## config.mk

```make
export PLATFORM = sky130hd
export DESIGN_NAME = pmp_regs
export DESIGN_NICKNAME = d
export VERILOG_FILES = /design/src/rtl/pmp_pkg.sv /design/src/rtl/pmp_regs.sv
export SDC_FILE = /design/constraint.sdc
export NUM_CORES = 1
export LEC_CHECK = 0
export BUFFER_PORTS_ARGS = -buffer_cell sky130_fd_sc_hd__buf_4
export CORE_AREA = 2 2 277 279
export CTS_BUF_LIST = sky130_fd_sc_hd__clkbuf_2 sky130_fd_sc_hd__clkbuf_4 sky130_fd_sc_hd__clkbuf_8
export CTS_CLUSTER_SIZE = 25
export DETAILED_ROUTE_END_ITERATION = 6
export DIE_AREA = 0 0 279 281
export GPL_ROUTABILITY_DRIVEN = 0
export GPL_TIMING_DRIVEN = 1
export PLACE_DENSITY = 0.57
export SLEW_MARGIN = 20
export SYNTH_ARGS = -nofsm -noshare
export SYNTH_HDL_FRONTEND = slang
export SYNTH_SLANG_ARGS = --single-unit
```

## constraint.sdc

```tcl
create_clock -name clk_i -period 2.3 [get_ports clk_i]
set_input_delay 0.115 -clock clk_i [delete_from_list [all_inputs] [get_ports clk_i]]
set_output_delay 0.115 -clock clk_i [all_outputs]
set_load 0.005 [all_outputs]
```

## src/rtl/pmp_pkg.sv

```systemverilog
package pmp_pkg;

  typedef enum logic [1:0] {
    MODE_OFF   = 2'd0,
    MODE_TOR   = 2'd1,
    MODE_NA4   = 2'd2,
    MODE_NAPOT = 2'd3
  } pmp_mode_e;

  typedef enum logic [1:0] {
    ACC_READ  = 2'd0,
    ACC_WRITE = 2'd1,
    ACC_EXEC  = 2'd2,
    ACC_RSVD  = 2'd3
  } pmp_acc_e;

  localparam logic [1:0] PRIV_MACHINE = 2'b11;

  typedef struct packed {
    logic      lock;
    logic [1:0] rsvd;
    pmp_mode_e mode;
    logic      x;
    logic      w;
    logic      r;
  } pmp_cfg_t;

endpackage

```

## src/rtl/pmp_regs.sv

```systemverilog
module pmp_regs
  import pmp_pkg::*;
#(
  parameter int unsigned NUM_ENTRIES = 16,
  parameter int unsigned XLEN        = 32,
  localparam int unsigned CFG_REGS   = NUM_ENTRIES / 4,
  localparam int unsigned CFG_IDX_W  = $clog2(CFG_REGS),
  localparam int unsigned ENT_IDX_W  = $clog2(NUM_ENTRIES)
) (
  input  logic                 clk_i,
  input  logic                 rst_ni,
  input  logic                 cfg_we_i,
  input  logic [CFG_IDX_W-1:0] cfg_idx_i,
  input  logic [31:0]          cfg_wdata_i,
  input  logic                 addr_we_i,
  input  logic [ENT_IDX_W-1:0] addr_idx_i,
  input  logic [XLEN-1:0]      addr_wdata_i,
  output pmp_cfg_t             cfg_o  [NUM_ENTRIES],
  output logic [XLEN-1:0]      addr_o [NUM_ENTRIES]
);

  for (genvar e = 0; e < NUM_ENTRIES; e++) begin : g_ent
    localparam int unsigned WORD = e / 4;
    localparam int unsigned BYTE = e % 4;

    pmp_cfg_t          cfg_r;
    logic [XLEN-1:0]   addr_r;
    logic              addr_frozen;

    // a locked TOR entry also guards the base it reads from the entry below
    if (e + 1 < NUM_ENTRIES) begin : g_guard
      assign addr_frozen = cfg_r.lock |
                           (cfg_o[e+1].lock && cfg_o[e+1].mode == MODE_TOR);
    end else begin : g_last
      assign addr_frozen = cfg_r.lock;
    end

    always_ff @(posedge clk_i or negedge rst_ni) begin
      if (!rst_ni) begin
        cfg_r <= '0;
      end else if (cfg_we_i && cfg_idx_i == CFG_IDX_W'(WORD) && !cfg_r.lock) begin
        cfg_r <= pmp_cfg_t'(cfg_wdata_i[8*BYTE +: 8]);
      end
    end

    always_ff @(posedge clk_i or negedge rst_ni) begin
      if (!rst_ni) begin
        addr_r <= '0;
      end else if (addr_we_i && addr_idx_i == ENT_IDX_W'(e) && !addr_frozen) begin
        addr_r <= addr_wdata_i;
      end
    end

    assign cfg_o[e]  = cfg_r;
    assign addr_o[e] = addr_r;
  end

endmodule

```

Word-level counts from Yosys, hierarchy flattened

Cells that the tools add are included.

Flip-flop bits (word level): 640
Input port bits: 74
Logic and storage cells: 260
Output and inout port bits: 640

Bitwise gates (word level): 15
Reduce and logical (&&, ||, !) cells: 100
Equality and inequality tests: 33

Operator list:

| cell                                                                  | number |
|---|---|
| 1-bit logical AND                                                     | 67 |
| 2-bit by 1-bit equality test with 1-bit output, second input constant | 16 |
| 4-bit equality test, second input constant                            | 8 |
| 1-bit zero test                                                       | 31 |
| 4-bit by 3-bit equality test with 1-bit output, second input constant | 4 |
| 1-bit OR                                                              | 15 |
| 4-bit by 2-bit equality test with 1-bit output, second input constant | 2 |
| 2-bit equality test, second input constant                            | 2 |
| 4-bit by 1-bit equality test with 1-bit output, second input constant | 1 |
| 4-bit zero test                                                       | 1 |
| 2-bit zero test                                                       | 1 |

Logic depth before layout (Yosys ltp)

Gate-level depths: netlist of the first run.

Word-level depth: 5
Depth in mapped cells: 5
Depth with buffers taken out: 3

Worst setup path before layout of the first run

Ideal clock, no wire load.

Path kind: flip-flop to flip-flop
Start point: reg g_ent[4].cfg_r, in the netlist cfg_o[95]
End point: reg g_ent[3].addr_r[10]
Path slack: 0.511 ns
Stages on the path, launching flop included: 6
Data required time: 2.175 ns
Arrival time: 1.664 ns
Clock period less this slack: 1.789 ns
Setup time: 0.125 ns
Cells stage by stage: dfrtp_1 > and3b_1 > or4b_1 > buf_6 > buf_12 > mux2_4

Word-level cells in the longest chain between the ends: 4

RTL lines:

| item                   | line           | RTL |
|---|---|---|
| start, declared        | pmp_regs.sv:26 | `pmp_cfg_t cfg_r;` |
| start signal, assigned | pmp_regs.sv:42 | `cfg_r <= pmp_cfg_t'(cfg_wdata_i[8*BYTE +: 8]);` |
| 1-bit logical AND      | pmp_regs.sv:33 | `(cfg_o[e+1].lock && cfg_o[e+1].mode == MODE_TOR);` |
| 1-bit OR               | pmp_regs.sv:32 | `assign addr_frozen = cfg_r.lock \|` |
| 1-bit zero test        | pmp_regs.sv:49 | `end else if (addr_we_i && addr_idx_i == ENT_IDX_W'(e) && !addr_frozen) begin` |
| 1-bit logical AND      | pmp_regs.sv:49 |  |
| end signal, assigned   | pmp_regs.sv:50 | `addr_r <= addr_wdata_i;` |
| end, declared          | pmp_regs.sv:27 | `logic [XLEN-1:0] addr_r;` |

No other way between the ends.
A chain may end at the register's enable or synchronous reset.

Worst setup path after layout of the first run

Start point: reg g_ent[2].cfg_r, in the netlist cfg_o[111]
End point: reg g_ent[1].addr_r[1]

Word-level cells in the longest chain between the ends: 4

RTL lines:

| item                   | line |
|---|---|
| start, declared        | pmp_regs.sv:26 |
| start signal, assigned | pmp_regs.sv:42 |
| 1-bit logical AND      | pmp_regs.sv:33 |
| 1-bit OR               | pmp_regs.sv:32 |
| 1-bit zero test        | pmp_regs.sv:49 |
| 1-bit logical AND      | pmp_regs.sv:49 |
| end signal, assigned   | pmp_regs.sv:50 |
| end, declared          | pmp_regs.sv:27 |

No other way between the ends.

==> flow_summary.json, run 1 <==
{
  "status": "completed",
  "synth_area_per_cell_um2": 16.8,
  "drc": 0,
  "grt_antenna_before_repair": 1,
  "hold_violations": 0,
  "nets": 2367,
  "critPathKind": "flip-flop to flip-flop",
  "finClkSkew_ns": 0.0434,
  "port_buffers": 713,
  "clkTransAtPathRegs_ns": 0.06,
  "fin_crit_ns": 2.12,
  "fp.dieH_um": 281,
  "clk_latency_ns": 0.72,
  "detail_route.iter0.violations": 643,
  "swShare": 0.267,
  "synth_top_flop_cell": "dfrtp_1",
  "cp_max_fo": 21,
  "rsz0062_at_grt": "no",
  "pwr-share-comb": 0.226,
  "grt_pass1_vias": 16900,
  "grt_pass1_wl_um": 118000,
  "fillCellCount": 6829,
  "max_cap_viol_count": 0,
  "cts_setup_buffers": 0,
  "synth_area_leaders": "dfrtp_1 (66%), mux2_2 (28%), mux2_4 (1.9%)",
  "power.density_nw_per_um2": 994,
  "via_per_inst": 4.74,
  "worst_setup_path_start_kind": "flip-flop",
  "slew_violations": 0,
  "wl_per_cell_um": 24.5,
  "p_leak_nw": 17.4,
  "h-tree-depth": 3,
  "synth_top_area_cell": "dfrtp_1",
  "ff_latch_area_um2": 16000,
  "yosysSeqAreaShare": 0.661,
  "synth.distinct_cells": 29,
  "syn_inst": 1443,
  "fin_tns_setup_ns": 0,
  "core_area_um2": 75400,
  "synth_top_cell_area_share": 0.661,
  "grt-ovfl-total": 0,
  "grt_max_degree": 94,
  "dr_total_vias": 15900,
  "pre_cts_slack_ns": 0.143,
  "hold_class": "input port to async pin",
  "synth_fp_nets": 1517,
  "area_delta_synth_final_pct": 40.8,
  "vdd_drop_max_v": 0.000540,
  "p_clk_frac": 0.329,
  "relSlewSlack": 0.506,
  "fin_ws_ns": 0.182,
  "dp_hpwl_um": 58100,
  "clockBufferDepth": 3,
  "synth_edf_count": 0,
  "cp.arrival_ns": 2.68,
  "ant_nets": 0,
  "cts_tree": "built",
  "dieArea_um2": 78400,
  "cts_buffers": 109,
  "p_int_mw": 24.9,
  "multi_input_area_um2": 7780,
  "first_pass_iters": 4,
  "min_period_over_period": 0.921,
  "ys_seq_elements": 640,
  "tightest_slew_ns": 0.741,
  "cts-resized-gates": 0,
  "async_reset_ff_frac": 1.00,
  "initial_utilization": 0.321,
  "seqPwrFrac": 0.445,
  "synth_warnings": 0,
  "max_freq_mhz": 472,
  "drive_above_1_share": 0.671,
  "setup_viol": 0,
  "rows": 101,
  "cts-root-buf": "clkbuf_8",
  "cp.required_ns": 2.86,
  "track_usage": 0.205,
  "p_switching_mw": 9.04,
  "num_io_pins": 714,
  "wl_um": 82200,
  "cp-end-kind": "flip-flop",
  "synth.cell_area_um2": 24200,
  "die_w_um": 279,
  "cts_sinks": 640
}
[metrics by stage]
step / instance area, um^2 / util / hold slack, ns / cells / power (mW)
finish: 34100 / 0.452 / 0.173 / 3358 / 33.9
global route: 34100 / 0.452 / 0.144 / 3358 / 35.6
CTS: 34100 / 0.452 / 0.106 / 3357 / 34.4
global placement: 30900 / 0.410 / 0.103 / 3090 / 22.7
detailed placement: 30900 / 0.410 / 0.111 / 3090 / 23.0
floorplan: 24200 / - / -0.181 / 1443 / 17.4
[area by class of cell]
| type | instances | area share |
|---|---|---|
| sequential | 640 | 0.470 |
| multi-input combinational | 712 | 0.228 |
| timing repair buffer | 830 | 0.194 |
| clock buffer | 180 | 0.0670 |
| tap | 978 | 0.0359 |
| clock inverter | 17 | 0.00506 |
| antenna | 1 | 0.0000734 |
[critical path, stage by stage (launching register included)]
cell and delay [ns]:
dfrtp_1 0.47, nand2_1 0.08, o211ai_1 0.55, buf_4 0.50, mux2_2 0.38
[routing by layer]
| metal | up-vias | track usage | wire [um] |
|---|---|---|---|
| met5 | - | 0 | 0 |
| met4 | 0 | 0.0714 | 2410 |
| met3 | 133 | 0.0542 | 5050 |
| met2 | 549 | 0.358 | 42300 |
| met1 | 8361 | 0.243 | 32400 |
| li1 | 6861 | - | - |
[repair_timing]
action | CTS | global route
hold buffers | 70 | 0
endpoints found under the hold margin | 1272 | 0
setup endpoints to repair | 0 | 0
[placed cells by master, fill, tap and decap left out, drive strengths merged]
cell type,synthesis,final
a21o,16,16
and3,2,2
and3b,6,6
buf,52,761
bufinv,0,2
clkbuf,39,180
clkinv,0,12
clkinvlp,0,1
dfrtp,640,640
diode,0,1
dlygate4sd3,0,69
inv,0,2
mux2,624,624
nand2,13,13
nand2b,4,4
nand3,1,1
nand3b,3,3
nor2,12,12
nor3,4,4
nor3b,11,11
nor4b,2,2
nor4bb,1,1
o211ai,11,11
or3b,1,1
or4b,1,1
[synthesized netlist by cell type (all sizes together) (2+ instances only)]
cell    number
nand2       13
nor2        12
and3b        6
nor4b        2
nand3b       3
dfrtp      640
nor3b       11
mux2       624
o211ai      11
a21o        16
nor3         4
buf         52
and3         2
clkbuf      39
nand2b       4
[registers in the layout, indices dropped and copies added, names as in the netlist]
signal             cells
cfg_o                127
g_ent.addr_frozen      1
g_ent.addr_r         512
[cells by family (layout without fill, tap and decap cells)]
group,after synthesis,in the layout,synth area share
other,0,1,0
and+or+nand+nor,61,61,0.0166
AOI/OAI and AO/OA,27,27,0.00837
buffers and inverters,91,1027,0.0190
DFF,640,640,0.661
muxes,624,624,0.295
[path summary, 6_finish.rpt]
| check | startpoint | end | slack, ns | cells past startpoint |
|---|---|---|---|---|
| min | rst_ni | g_ent[10].addr_r[28] | 0.17 | 3 |
| max reg2reg | cfg_o[111] | g_ent[1].addr_r[1] | 0.18 | 4 |
| min reg2reg | g_ent[14].addr_r[1] | g_ent[14].addr_r[1] | 0.50 | 1 |
| max in group asynchronous | rst_ni | g_ent[4].addr_r[13] | 1.55 | 4 |
| max | cfg_o[111] | g_ent[1].addr_r[1] | 0.18 | 4 |
| min in group clk_i | addr_idx_i[0] | g_ent[4].addr_r[26] | 0.23 | 5 |
[power groups by stage]
stage	Clock, mW	Sequential [mW]	Combinational, mW
2_1_floorplan	0	15.2	2.22
3_3_place_gp	0	15.2	7.60
3_5_place_dp	0	15.2	7.72
4_1_cts	11.5	15.1	7.83
5_1_grt	12.1	15.4	8.16
6_report	11.2	15.1	7.65
Note: power is estimated with default switching activity, not from simulation.
==> inputs of run 2 (changes only) <==
- ABC_AREA: not set -> 1
- CORE_AREA: 2 2 277 279 -> 2 2 276 278
- DIE_AREA: 0 0 279 281 -> 0 0 278 280
- PLACE_DENSITY: 0.57 -> 0.59
==> run 2 against run 1 <==
- critical path depth increased by 6
- critical endpoint is now cfg_o[85]
- count of clock-buffer cells in the layout decreased by 1
- area after synthesis increased by 4.9%
==> flow_summary.json, run 2 <==
{
  "rows": 101,
  "synth_top_cell_area_share": 0.630,
  "synth_top_area_cell": "dfrtp_1",
  "synthTopCellsByCount": "nand2_1 (1489), dfrtp_1 (640), nand3_1 (268)",
  "synth_edf_count": 0,
  "max_stage_delay_ns": 0.60,
  "vdd_drop_max_v": 0.000481,
  "grt-ovfl-total": 0,
  "regMostFlops": "g_ent.addr_r",
  "tightest_slew_ns": 0.935,
  "wl_per_cell_um": 23.7,
  "synth_most_common_cell": "nand2_1",
  "synth_area_per_cell_um2": 8.75,
  "cp.arrival_ns": 2.77,
  "grt_antenna_before_repair": 6,
  "ant_nets": 0,
  "fp.dieH_um": 280,
  "worst_setup_path_start_kind": "input port",
  "ys_seq_elements": 640,
  "synth_warnings": 0,
  "rr_worst_depth": 7,
  "relSlewSlack": 0.375,
  "dp.cells": 4458,
  "cts_setup_buffers": 0,
  "cts-root-buf": "clkbuf_8",
  "drive_above_1_share": 0.277,
  "die_w_um": 278,
  "fin_tns_setup_ns": 0,
  "slew_violations": 0,
  "synth.cell_area_um2": 25400,
  "detail_route.iter0.violations": 1885,
  "drc": 0,
  "cp.required_ns": 2.93,
  "cpMaxStageDelayCell": "dlygate4sd3_1",
  "num_io_pins": 714,
  "cts_tree": "built",
  "status": "completed",
  "r2r-end": "g_ent[13].addr_r[20]",
  "rsz0062_at_grt": "no",
  "final_common_cell": "nand2_1",
  "path_cells": "dlygate4sd3_1 -> buf_4 -> inv_1 -> nand3_1 -> dlygate4sd3_1 -> buf_12 -> nor2_2 -> nand2_1 -> nand2_1 -> dlygate4sd3_1",
  "grt_pass1_wl_um": 162000,
  "fin_crit_ns": 2.14,
  "dieArea_um2": 77800,
  "setup_viol": 0,
  "worstHoldPathCells": 4,
  "max_freq_mhz": 467,
  "clk_latency_ns": 0.70,
  "fillCellCount": 7181,
  "wl_um": 112000,
  "syn_inst": 2904,
  "largest_reg_flops": 512,
  "cts_sinks": 640,
  "first_pass_iters": 6,
  "cp_common_cell": "dlygate4sd3_1",
  "p_leak_nw": 20.2,
  "hold_class": "input port to flip-flop",
  "h-tree-depth": 3,
  "dr_total_vias": 23800,
  "nets": 3743,
  "yosysSeqAreaShare": 0.630,
  "grt_pass1_vias": 23000,
  "synth_top_flop_cell": "dfrtp_1",
  "instances_no_fill": 4739,
  "clkTransAtPathRegs_ns": 0.06,
  "track_usage": 0.283,
  "async_reset_ff_frac": 1.00,
  "dp_hpwl_um": 74300,
  "min_period_over_period": 0.931,
  "core_area_um2": 75200,
  "finClkSkew_ns": 0.0369,
  "initial_utilization": 0.338,
  "clockBufferDepth": 3,
  "min_to": "cfg_o[33]",
  "hold_violations": 0,
  "synth_fp_nets": 2978,
  "port_buffers": 713,
  "r2r_slack_ns": 0.28,
  "synth.distinct_cells": 20,
  "cp_max_fo": 33,
  "area_delta_synth_final_pct": 39.2,
  "cts_buffers": 109,
  "grt_max_degree": 51,
  "min_from": "cfg_wdata_i[25]",
  "critPathKind": "input port to flip-flop",
  "power.density_nw_per_um2": 714,
  "via_per_inst": 5.02,
  "r2r_start": "cfg_o[23]",
  "max_cap_viol_count": 0,
  "layout_common_cells": "nand2_1 (1489), buf_4 (773), dfrtp_1 (640), nand3_1 (261), clkbuf_8 (145)",
  "cp-end-kind": "flip-flop",
  "synth_area_leaders": "dfrtp_1 (63%), nand2_1 (22%), nand3_1 (5.3%)"
}
[run 2: cell types whose count changed in the layout (fill, tap and decap cells not counted), moves of 11 or more]
cell,delta
buf_4,+30
nor2_4,+22
mux2_2,-593
o211ai_1,-11
nor2_1,+20
inv_1,+38
nand2_1,+1476
a21o_1,-16
nand3_1,+261
o21ai_0,+46
nand4_1,+128
mux2_4,-30
[run 2: final cells by class]
type,instances,area (um^2),area share
Clock buffer,179,2250,0.0636
Multi-Input combinational cell,1999,8460,0.239
Inverter,47,176,0.00499
Tap cell,978,1220,0.0346
Sequential cell,640,16000,0.453
Timing Repair Buffer,872,7010,0.198
Clock inverter,23,239,0.00676
Antenna cell,1,2.50,0.0000707
[run 2: repair_timing]
action | in CTS | in global routing
gates resized for setup | 0 | 1
hold endpoints to repair | 1176 | 0
hold buffers | 78 | 0
endpoints found under the setup margin | 0 | 1
[run 2: metal layers]
| metal | global-route usage | vias up | part of all wire |
|---|---|---|---|
| li1 | - | 10700 | - |
| met1 | 0.369 | 11700 | 0.41 |
| met2 | 0.449 | 1069 | 0.47 |
| met3 | 0.0615 | 247 | 0.076 |
| met4 | 0.133 | 0 | 0.047 |
| met5 | 0 | - | 0 |
[run 2: critical path: cells and delay by family]
| kind | cells | cell delay [ns] |
|---|---|---|
| buf+inv | 6 | 2.10 |
| simple gates | 4 | 0.57 |
[run 2: worst max path at each step]
stage,start,to,slack (ns),cells past startpoint
2_1_floorplan,cfg_o[71],g_ent[7].addr_r[10],0.89,8
3_3_place_gp,cfg_o[23],g_ent[13].addr_r[9],0.33,7
3_5_place_dp,cfg_o[23],g_ent[13].addr_r[26],0.28,7
4_1_cts,cfg_idx_i[1],cfg_o[85],0.14,10
5_1_grt,cfg_o[23],g_ent[13].addr_r[20],0.13,7
6_report,cfg_idx_i[1],cfg_o[85],0.16,10
[run 2: kinds of logic (layout without fill, tap and decap cells)]
logic type             count (synthesis)  after routing  share of synthesized area
AO/OA/AOI/OAI                         57             57                     0.0114
AND/OR/NAND/NOR                     1942           1942                      0.315
flip-flops                           640            640                      0.630
other                                  0              1                          0
buffers and inverters                265           1121                     0.0433
[run 2: per-stage QoR]
step,hold WS [ns],cell area (um^2),setup slack (ns),power [mW],utilization
floorplan,-0.181,25400,0.895,12.5,-
CTS,0.107,35400,0.139,25.4,0.470
detailed placement,0.157,32100,0.284,13.8,0.427
finish,0.196,35400,0.158,25.2,0.471
global placement,0.163,32100,0.327,13.8,0.427
global route,0.153,35400,0.130,26.1,0.471
[run 2: report_power, final]
group | leakage [nW] | switching (mW) | total, mW | internal (mW)
combinational | 10.1 | 1.19 | 1.96 | 0.766
sequential | 8.76 | 0.217 | 11.8 | 11.6
clock | 1.32 | 4.93 | 11.5 | 6.55
total | 20.2 | 6.34 | 25.2 | 18.9
